===== src/rtl/irq_filt_pkg.sv =====
package irq_filt_pkg;
  localparam int unsigned CTRL_W = 8;

  typedef enum logic [1:0] {
    EDGE_RISE = 2'b00,
    EDGE_FALL = 2'b01,
    EDGE_BOTH = 2'b10,
    EDGE_NONE = 2'b11
  } edge_sel_e;
endpackage


===== src/rtl/irq_sync.sv =====
module irq_sync #(
  parameter int unsigned STAGES = 2
) (
  input  logic clk_i,
  input  logic rst_ni,
  input  logic d_i,
  output logic q_o
);
  logic [STAGES-1:0] chain_q;

  always_ff @(posedge clk_i or negedge rst_ni) begin
    if (!rst_ni) chain_q <= '0;
    else         chain_q <= {chain_q[STAGES-2:0], d_i};
  end

  assign q_o = chain_q[STAGES-1];
endmodule


===== src/rtl/irq_sample_timer.sv =====
module irq_sample_timer #(
  parameter int unsigned FAST_MAX_LOG2 = 4,
  parameter int unsigned SLOW_DIV      = 4
) (
  input  logic       clk_i,
  input  logic       rst_ni,
  input  logic       restart_i,
  input  logic       slow_i,
  input  logic [1:0] ival_i,
  output logic       tick_o
);
  localparam int unsigned CNT_W = FAST_MAX_LOG2;

  logic [CNT_W-1:0] cnt_q, lim;

  // code 0 -> every clock, code n -> every 2^(n+1) clocks
  always_comb begin
    if (slow_i)              lim = CNT_W'(SLOW_DIV - 1);
    else if (ival_i == 2'd0) lim = '0;
    else                     lim = CNT_W'((32'd1 << (32'(ival_i) + 32'd1)) - 32'd1);
  end

  assign tick_o = !restart_i && (cnt_q == lim);

  always_ff @(posedge clk_i or negedge rst_ni) begin
    if (!rst_ni)        cnt_q <= '0;
    else if (restart_i) cnt_q <= '0;
    else if (tick_o)    cnt_q <= '0;
    else                cnt_q <= cnt_q + 1'b1;
  end
endmodule


===== src/rtl/irq_noise_filter.sv =====
module irq_noise_filter #(
  parameter int unsigned AGREE = 3
) (
  input  logic clk_i,
  input  logic rst_ni,
  input  logic sample_i,
  input  logic tick_i,
  input  logic restart_i,
  output logic level_o
);
  localparam int unsigned CW = $clog2(AGREE);

  logic [CW-1:0] run_q;
  logic          level_q;

  always_ff @(posedge clk_i or negedge rst_ni) begin
    if (!rst_ni) begin
      run_q   <= '0;
      level_q <= 1'b0;
    end else if (restart_i) begin
      run_q <= '0;
    end else if (tick_i) begin
      if (sample_i == level_q) begin
        run_q <= '0;
      end else if (run_q == CW'(AGREE - 1)) begin
        run_q   <= '0;
        level_q <= sample_i;
      end else begin
        run_q <= run_q + 1'b1;
      end
    end
  end

  assign level_o = level_q;
endmodule


===== src/rtl/ext_irq_filter.sv =====
module ext_irq_filter
  import irq_filt_pkg::*;
#(
  parameter int unsigned SYNC_STAGES   = 2,
  parameter int unsigned AGREE         = 3,
  parameter int unsigned FAST_MAX_LOG2 = 4,
  parameter int unsigned SLOW_DIV      = 4
) (
  input  logic              clk_i,
  input  logic              rst_ni,
  input  logic              pin_i,
  input  logic              slow_mode_i,
  input  logic              wr_en_i,
  input  logic [CTRL_W-1:0] wr_data_i,
  output logic [CTRL_W-1:0] rd_data_o,
  output logic              irq_o
);
  edge_sel_e  edge_q;
  logic [1:0] ival_q;
  logic       lvl_q;
  logic [2:0] sel_q;
  logic       restart, sample_en, pin_s, filt_lvl, filt_d, hit, irq_q;
  logic       unused_wr;

  assign unused_wr = ^{wr_data_i[7:5], wr_data_i[2]};

  always_ff @(posedge clk_i or negedge rst_ni) begin
    if (!rst_ni) begin
      edge_q <= EDGE_RISE;
      ival_q <= '0;
    end else if (wr_en_i) begin
      edge_q <= edge_sel_e'(wr_data_i[4:3]);
      ival_q <= wr_data_i[1:0];
    end
  end

  // any change of rate selection restarts sampling
  always_ff @(posedge clk_i or negedge rst_ni) begin
    if (!rst_ni) sel_q <= '0;
    else         sel_q <= {slow_mode_i, ival_q};
  end
  assign restart = ({slow_mode_i, ival_q} != sel_q);

  irq_sync #(.STAGES(SYNC_STAGES)) i_sync (
    .clk_i (clk_i),
    .rst_ni(rst_ni),
    .d_i   (pin_i),
    .q_o   (pin_s)
  );

  irq_sample_timer #(
    .FAST_MAX_LOG2(FAST_MAX_LOG2),
    .SLOW_DIV     (SLOW_DIV)
  ) i_timer (
    .clk_i    (clk_i),
    .rst_ni   (rst_ni),
    .restart_i(restart),
    .slow_i   (slow_mode_i),
    .ival_i   (ival_q),
    .tick_o   (sample_en)
  );

  irq_noise_filter #(.AGREE(AGREE)) i_filter (
    .clk_i    (clk_i),
    .rst_ni   (rst_ni),
    .sample_i (pin_s),
    .tick_i   (sample_en),
    .restart_i(restart),
    .level_o  (filt_lvl)
  );

  always_comb begin
    unique case (edge_q)
      EDGE_RISE: hit = filt_lvl && !filt_d;
      EDGE_FALL: hit = !filt_lvl && filt_d;
      EDGE_BOTH: hit = filt_lvl != filt_d;
      default:   hit = 1'b0;
    endcase
  end

  always_ff @(posedge clk_i or negedge rst_ni) begin
    if (!rst_ni) begin
      filt_d <= 1'b0;
      irq_q  <= 1'b0;
      lvl_q  <= 1'b0;
    end else begin
      filt_d <= filt_lvl;
      irq_q  <= hit;
      if (hit) lvl_q <= filt_lvl;
    end
  end

  assign irq_o     = irq_q;
  assign rd_data_o = {3'b000, edge_q, lvl_q, ival_q};
endmodule


===== config.mk =====
export PLATFORM = sky130hd
export DESIGN_NAME = ext_irq_filter
export DESIGN_NICKNAME = d
export VERILOG_FILES = /design/src/rtl/irq_filt_pkg.sv /design/src/rtl/irq_sync.sv /design/src/rtl/irq_sample_timer.sv /design/src/rtl/irq_noise_filter.sv /design/src/rtl/ext_irq_filter.sv
export SDC_FILE = /design/constraint.sdc
export NUM_CORES = 1
export LEC_CHECK = 0
export BUFFER_PORTS_ARGS = -buffer_cell sky130_fd_sc_hd__buf_2
export CELL_PAD_IN_SITES_DETAIL_PLACEMENT = 1
export CELL_PAD_IN_SITES_GLOBAL_PLACEMENT = 1
export CORE_MARGIN = 4
export CORE_UTILIZATION = 43
export DETAILED_ROUTE_END_ITERATION = 8
export PLACE_DENSITY_LB_ADDON = 0.1
export SLEW_MARGIN = 20
export SYNTH_ARGS = -nofsm -noshare
export SYNTH_HDL_FRONTEND = slang
export SYNTH_SLANG_ARGS = --single-unit

===== constraint.sdc =====
create_clock -name clk_i -period 4.2 [get_ports clk_i]
set_input_delay 0.42 -clock clk_i [delete_from_list [all_inputs] [get_ports clk_i]]
set_output_delay 0.42 -clock clk_i [all_outputs]
set_load 0.05 [all_outputs]

==> impl_metrics.json, run 1 <==
{
  "status": "completed",
  "firstDrtPassIters": 3,
  "die_area_mm2": 0.00285,
  "setup_viol": 0,
  "cp.required_ns": 4.38,
  "grt.total_usage_pct": 12.2,
  "place_congestion": 0.727,
  "rsz0062_at_grt": "no",
  "rows": 16,
  "final_common_cell": "dfrtp_1",
  "cts_hold_buffers": 0,
  "p_per_area_mw_per_mm2": 354,
  "cts_made_buffers": 3,
  "drc": 0,
  "mappedNetlistArea_um2": 885,
  "yosysSeqAreaShare_pct": 53.7,
  "htreeDepth": 1,
  "dr_total_vias": 555,
  "post_route_cells_drive_above_1_share_pct": 30.3,
  "grt_max_degree": 20,
  "worst-setup-path-type": "reg2reg",
  "cts_tree": "done",
  "postCtsSetupBuffers": 0,
  "tns_ns": 0,
  "diodes": 0,
  "post_cts_resized": 0,
  "fin_nets": 106,
  "p_leak_nw": 0.456,
  "path_clk_slew_ns": 0.12,
  "cp_max_fo": 7,
  "start_util_pct": 45.1,
  "maxCapViolCount": 0,
  "wl_mm": 1.41,
  "yosysWarnings": 0,
  "critical_path.startpoint_type": "flop",
  "drt-initial-drc-count": 4,
  "period_needed_ns": 1.65,
  "final_cell_mix": "19 x dfrtp_1, 14 x buf_2, 7 x nor2_1, 6 x mux2_2, 5 x xnor2_1",
  "synth_cell_types": 25,
  "slew_viol_final": 0,
  "root_buffer": "clkbuf_4",
  "core_area_mm2": 0.00196,
  "first_global_vias": 566,
  "grt_first_pass_wirelength_mm": 2.48,
  "avgSynthCellArea_um2": 12.1,
  "antenna_left": 0,
  "finClkSkew_ns": 0.0176,
  "routed_via_density": 4.78,
  "arrival_ns": 1.84,
  "cp-end-kind": "flop",
  "clockBufferDepth": 2,
  "total_power_uw": 353,
  "syn_inst": 73,
  "final.period_utilization_pct": 39.4,
  "max-vdd-ir-drop_uv": 220,
  "area_growth_pct": 12.6,
  "ys_ff_latch": 19,
  "pin_count": 22,
  "antenna_found_initial": 0,
  "grt.overflow.total": 0,
  "hold_path_class": "in2async",
  "max_freq_mhz": 605,
  "port-buffer-count": 14,
  "clkLatencyLatePin_ns": 0.30,
  "dp.final_hpwl_mm": 1.08,
  "hold_viol": 0,
  "numClockSinks": 19,
  "wl_per_cell_um": 12.1,
  "die_h_um": 53.4,
  "die_w_um": 53.4
}
## cell usage after synthesis (all sizes together)
cell,n,area [um^2]
nand3b,2,15.0
dfrtp,19,475
nand4,1,6.26
inv,4,15.0
buf,4,30.0
a2bb2oi,1,15.0
nor3,1,10.0
o21ai,3,15.0
and2,1,6.26
ha,3,37.5
nor2,7,26.3
conb,1,3.75
o2bb2ai,1,8.76
xor2,2,17.5
nor4,1,12.5
nand4b,1,8.76
nand2,1,3.75
a21oi,2,10.0
a21o,1,7.51
xnor2,5,43.8
mux2i,2,20.0
nand3,1,5.00
nand2b,2,12.5
mux2,7,78.8
## routing by layer
layer	global-route usage [%]	wire length [um]	share of wire (%)	vias to the layer above
met2	20.4	696	49	14
met4	2.55	0	0	0
li1	-	-	-	271
met3	5.07	97	6.9	0
met5	0	0	0	-
met1	14.4	613	44	270
## report_power, final
| part | internal (mW) | leakage (nW) | switching, mW | total, mW |
|---|---|---|---|---|
| Clock | 0.0363 | 0.0139 | 0.0576 | 0.0939 |
| Combinational | 0.0195 | 0.198 | 0.0383 | 0.0579 |
| Sequential | 0.192 | 0.244 | 0.00934 | 0.201 |
| Total | 0.247 | 0.456 | 0.105 | 0.353 |
## flip-flops by register name, summed over array words and instances (netlist names)
register	cells
edge_q	2
ival_q	2
lvl_q	1
i_sync.chain_q	2
sel_q	3
i_filter.run_q	2
irq_o	1
i_filter.level_o	1
i_timer.cnt_q	4
filt_d	1
## worst max-delay path, stage by stage (launching register included)
cell	delay [ns]
dfrtp_1	0.49
nor3_2	0.26
mux2i_1	0.16
nor4_2	0.28
mux2_1	0.34
## cells by family after synthesis
family          after synthesis  share of synthesized area (%)
compound gates                8                           6.36
fa+ha+maj                     3                           4.24
buf+inv                       8                           5.09
simple gates                 18                           12.0
other cells                   1                          0.424
mux                           9                           11.2
xor+xnor                      7                           6.93
flops                        19                           53.7
## worst paths after layout
kind	from	to	slack (ns)	cells past startpoint
min	rst_ni	sel_q[2]	0.03	1
min in group clk_i	pin_i	i_sync.chain_q[0]	0.23	1
max in group asynchronous	rst_ni	i_filter.run_q[1]	3.86	1
min reg2reg	i_sync.chain_q[0]	i_sync.chain_q[1]	0.37	0
max reg2reg	ival_q[1]	i_filter.level_o	2.55	4
max	ival_q[1]	i_filter.level_o	2.55	4
## layout make-up
cell class                 instances  area, um^2
timing repair buffer              14        70.1
clock inverter                     1        7.51
inverter                           4        15.0
tap                               27        33.8
multi-input combinational         48         372
sequential                        19         475
clock buffer                       3        22.5
fill                             224         966
## per-stage QoR
step	instance area (um^2)	setup slack, ns	util (%)	instances	hold WS (ns)
after floorplan	892	2.43	-	75	0.124
after global placement	966	2.51	49.2	112	0.348
after detailed placement	966	2.48	49.2	112	0.343
after CTS	996	2.51	50.8	116	0.0307
after global routing	996	2.38	50.8	116	0.0330
final	996	2.55	50.8	116	0.0261
Note: power is estimated with default switching activity, not from simulation.
==> inputs of run 2 (changes only) <==
--- a/config.mk
+++ b/config.mk
@@ -9,7 +9,7 @@
 export CELL_PAD_IN_SITES_DETAIL_PLACEMENT = 1
 export CELL_PAD_IN_SITES_GLOBAL_PLACEMENT = 1
 export CORE_MARGIN = 4
-export CORE_UTILIZATION = 43
+export CORE_UTILIZATION = 36
 export DETAILED_ROUTE_END_ITERATION = 8
 export PLACE_DENSITY_LB_ADDON = 0.1
 export SLEW_MARGIN = 20
==> constraint.sdc (replaced) <==
create_clock -name clk_i -period 1.5 [get_ports clk_i]
set_input_delay 0.15 -clock clk_i [delete_from_list [all_inputs] [get_ports clk_i]]
set_output_delay 0.15 -clock clk_i [all_outputs]
set_load 0.05 [all_outputs]
==> impl_metrics.json, run 2 (same netlist as run 1, synthesis figures left out) <==
{
  "status": "complete, but fails checks",
  "violations": "setup timing",
  "dp.final_hpwl_mm": 1.18,
  "routed_via_density": 4.84,
  "start_util_pct": 38.9,
  "grt.overflow.total": 0,
  "place_area_mm2": 0.00102,
  "max_freq_mhz": 637,
  "cts_tree": "done",
  "highest_layer": "met4",
  "hold_path_class": "in2reg",
  "setup_viol": 1,
  "final.period_utilization_pct": 105,
  "cp-end-kind": "flop",
  "maxCapViolCount": 0,
  "routed-wl-met2_um": 723,
  "largest_reg_flops": 4,
  "antenna_left": 0,
  "period_needed_ns": 1.57,
  "wl_mm": 1.59,
  "die_h_um": 57.6,
  "drt-initial-drc-count": 10,
  "regMostFlops": "i_timer.cnt_q",
  "drc": 0,
  "clockBufferDepth": 2,
  "antenna_found_initial": 0,
  "rows": 17,
  "root_buffer": "clkbuf_4",
  "max-vdd-ir-drop_uv": 745,
  "core_area_mm2": 0.00228,
  "setup_slack_ns": -0.0700,
  "critical_path.startpoint_type": "flop",
  "slew_viol_final": 0,
  "stdcell_area_mm2": 0.00112,
  "cp.required_ns": 1.69,
  "clkLatencyLatePin_ns": 0.30,
  "finClkSkew_ns": 0.00979,
  "dr_total_vias": 610,
  "numClockSinks": 19,
  "m1WireLength_um": 707,
  "grt_first_pass_wirelength_mm": 2.76,
  "hold_viol": 0,
  "final_common_cell": "dfrtp_1",
  "grt.total_usage_pct": 10.8,
  "firstDrtPassIters": 2,
  "instances_no_fill": 126,
  "wl_per_cell_um": 12.6,
  "place_congestion": 0.663,
  "tns_ns": -0.0700,
  "pin_count": 22,
  "cp_max_fo": 5,
  "arrival_ns": 1.76,
  "post_route_cells_drive_above_1_share_pct": 42.9,
  "area_growth_pct": 26.9,
  "worst-setup-path-type": "reg2reg",
  "reg.largest.list": "i_timer.cnt_q x4, sel_q x3",
  "rsz0062_at_grt": "yes",
  "dp_cells": 118,
  "grt_max_degree": 20,
  "r2r_setup_slack_ns": -0.07,
  "place_ws_ns": -0.103,
  "p_leak_nw": 0.512,
  "die_w_um": 57.6,
  "first_global_vias": 612,
  "p_per_area_mw_per_mm2": 905,
  "diodes": 0,
  "port-buffer-count": 14,
  "die_area_mm2": 0.00331,
  "cts_made_buffers": 3,
  "path_clk_slew_ns": 0.11,
  "fin_nets": 115,
  "final_cell_mix": "17 x dfrtp_1, 14 x buf_2, 7 x nor2_1, 7 x buf_4, 5 x xnor2_1",
  "final_util_pct": 49.3,
  "met3WireLength_um": 138,
  "htreeDepth": 1
}
-- run 2: changes by cell type in the layout (fill, tap and decap cells not counted), sizes merged --
cell / delta
dlygate4sd3: +2
buf: +7
clkinv: +1
clkinvlp: -1
-- run 2: per-layer routing --
layer  vias to the layer above  GRT usage (%)
met5                         -              0
li1                        292              -
met3                         2           5.20
met2                        18           16.8
met1                       298           13.9
met4                         0           1.99
-- run 2: stage by stage --
step                      hold slack, ns  total power [mW]
final                             0.0411              1.02
after global routing              0.0221              1.08
after CTS                         0.0344              1.03
after detailed placement           0.115             0.754
after global placement             0.109             0.751
after floorplan                   -0.146             0.699
-- run 2: timing repair --
item,in CTS,in global routing
setup buffers,2,1
hold buffers,2,0
hold endpoints to repair,20,0
endpoints found under the setup margin,6,8
pin swaps,3,4
resized for setup,2,7
gates cloned,0,0
-- run 2: path summary, 6_finish.rpt --
kind,startpoint,endpoint,depth (start not counted)
max,ival_q[0],i_filter.level_o,4
min,slow_mode_i,sel_q[2],1
max reg2reg,ival_q[0],i_filter.level_o,4
min reg2reg,i_sync.chain_q[0],i_sync.chain_q[1],0
max in group asynchronous,rst_ni,ival_q[0],2
min in group asynchronous,rst_ni,i_filter.level_o,2
-- run 2: worst max-delay path, cell delays in order (launching register included) --
cell and delay (ns):
dfrtp_4 0.53, xor2_2 0.17, a2bb2oi_2 0.16, nor4_2 0.26
mux2_1 0.35
-- run 2: cell type report --
cell class                 count  area, um^2
clock buffer                   3        22.5
fill                         266        1150
timing repair buffer          23         143
clock inverter                 1        5.00
multi-input combinational     48         422
inverter                       4        15.0
tap                           28        35.0
sequential                    19         480
-- run 2: power by group --
part           internal [mW]  switching [mW]  leakage, nW  total, mW
registers              0.539          0.0273        0.242      0.566
logic                 0.0759           0.119        0.252      0.195
clock network         0.0994           0.154       0.0177      0.253
==> inputs of run 3 (changes only) <==
--- a/config.mk
+++ b/config.mk
@@ -8,6 +8,7 @@
 export BUFFER_PORTS_ARGS = -buffer_cell sky130_fd_sc_hd__buf_2
 export CELL_PAD_IN_SITES_DETAIL_PLACEMENT = 1
 export CELL_PAD_IN_SITES_GLOBAL_PLACEMENT = 1
+export CORE_ASPECT_RATIO = 1.1
 export CORE_MARGIN = 4
 export CORE_UTILIZATION = 36
 export DETAILED_ROUTE_END_ITERATION = 8
==> impl_metrics.json, run 3 (same netlist as run 1, synthesis figures left out) <==
{
  "cp.required_ns": 1.68,
  "place_congestion": 0.772,
  "critical_path.startpoint_type": "flop",
  "setup_slack_ns": -0.0465,
  "die_area_mm2": 0.00332,
  "worstHoldPathCells": 1,
  "path_cells": "xor2_2, a2bb2oi_2, nor4_2, mux2_1",
  "start_util_pct": 38.5,
  "fin_nets": 113,
  "reg.largest.list": "i_timer.cnt_q x4, sel_q x3",
  "grt_max_degree": 20,
  "largest_reg_flops": 4,
  "diodes": 0,
  "grt.total_usage_pct": 11.3,
  "violations": "setup timing",
  "htreeDepth": 1,
  "cp-end-kind": "flop",
  "cp_max_fo": 4,
  "crit_slowest_cell": "dfrtp_4",
  "hold_viol": 0,
  "hold_ws_ns": 0.0271,
  "drt-initial-drc-count": 2,
  "r2r_end": "i_filter.level_o",
  "p_per_area_mw_per_mm2": 934,
  "wl_per_cell_um": 12.5,
  "port-buffer-count": 14,
  "grt.overflow.total": 0,
  "post_route_cells_drive_above_1_share_pct": 37.5,
  "max-vdd-ir-drop_uv": 464,
  "slew_viol_final": 0,
  "r2r_setup_slack_ns": -0.05,
  "grt_first_pass_wirelength_mm": 2.93,
  "first_global_vias": 665,
  "tns_ns": -0.210,
  "max_stage_delay_ns": 0.53,
  "met3WireLength_um": 59,
  "ff_latch_area_um2": 480,
  "r2r-start": "ival_q[0]",
  "arrival_ns": 1.73,
  "final_common_cell": "dfrtp_1",
  "setup_viol": 5,
  "firstDrtPassIters": 2,
  "routed-wl-met2_um": 832,
  "hold_path_class": "in2reg",
  "min_from": "slow_mode_i",
  "status": "complete, but fails checks",
  "area_growth_pct": 22.3,
  "p_leak_nw": 0.492,
  "path_clk_slew_ns": 0.11,
  "clockBufferDepth": 2,
  "m1WireLength_um": 668,
  "routed_via_density": 4.75,
  "die_w_um": 55.3,
  "core_area_mm2": 0.00230,
  "antenna_left": 0,
  "regMostFlops": "i_timer.cnt_q",
  "fillCellCount": 271,
  "rsz0062_at_grt": "yes",
  "period_needed_ns": 1.55,
  "highest_layer": "met4",
  "multi_input_area_um2": 395,
  "clkLatencyLatePin_ns": 0.30,
  "min_to": "sel_q[2]",
  "pin_count": 22,
  "max_freq_mhz": 647,
  "numClockSinks": 19,
  "die_h_um": 60.0,
  "cts_tree": "done",
  "finClkSkew_ns": 0.00873,
  "rr_worst_depth": 4,
  "final_cell_mix": "17 x dfrtp_1, 14 x buf_2, 6 x nor2_1",
  "worst-setup-path-type": "reg2reg",
  "dp.final_hpwl_mm": 1.25,
  "root_buffer": "clkbuf_4",
  "cts_made_buffers": 3,
  "rows": 18,
  "dr_total_vias": 599,
  "postCtsSetupBuffers": 0,
  "drc": 0,
  "maxCapViolCount": 0,
  "wl_mm": 1.58,
  "antenna_found_initial": 0,
  "final.period_utilization_pct": 103
}
[run 3: changes by cell type in the layout (fill, tap and decap cells not counted), sizes merged]
cell	previous run	this run
clkbuf	3	4
clkinv	1	0
buf	21	19
[run 3: worst max path at each step]
stage	cells after the start	end	startpoint
2_1_floorplan	4	i_filter.level_o	ival_q[1]
3_3_place_gp	4	i_filter.level_o	ival_q[0]
3_5_place_dp	4	i_filter.level_o	ival_q[0]
4_1_cts	4	i_filter.level_o	ival_q[0]
5_1_grt	4	i_filter.level_o	ival_q[0]
6_report	4	i_filter.level_o	ival_q[0]
[run 3: repair_timing]
| item | 4_1_cts | 5_1_grt |
|---|---|---|
| hold buffers | 2 | 0 |
| gates resized for setup | 2 | 2 |
| endpoints found under the setup margin | 6 | 8 |
| cloned | 0 | 0 |
| hold endpoints to repair | 20 | 0 |
| pin swaps | 3 | 3 |
[run 3: worst max-delay path, delay by kind of cell (launching register included)]
family	cells	cell delay [ns]
flops	1	0.53
xor+xnor	1	0.17
simple gates	1	0.24
mux	1	0.34
compound gates	1	0.15
[run 3: where the power goes]
group | internal [mW] | switching, mW
clock | 0.103 | 0.153
sequential | 0.539 | 0.0263
combinational | 0.0732 | 0.116
[run 3: per-layer routing]
| layer | GRT usage (%) | up-vias |
|---|---|---|
| li1 | - | 285 |
| met1 | 12.7 | 302 |
| met2 | 20.6 | 10 |
| met3 | 2.59 | 2 |
| met4 | 5.56 | 0 |
| met5 | 0 | - |
[run 3: through the flow]
step           setup WS, ns  instance area [um^2]  power (mW)  utilization, %  instances
2_1_floorplan       -0.0938                   911       0.699               -         75
3_3_place_gp        -0.0361                  1030       0.756            44.7        120
3_5_place_dp        -0.0759                  1030       0.761            44.7        120
4_1_cts             -0.0784                  1080        1.03            46.8        126
5_1_grt              -0.159                  1080        1.07            47.1        126
6_report            -0.0465                  1080        1.01            47.1        126
[run 3: layout make-up]
cell class              instances  area share, %
clock buffers                   4           2.43
inverters                       4           1.39
multi-input cells              48           36.5
repair buffers                 21           11.8
flip-flops and latches         19           44.4
well taps                      30           3.47
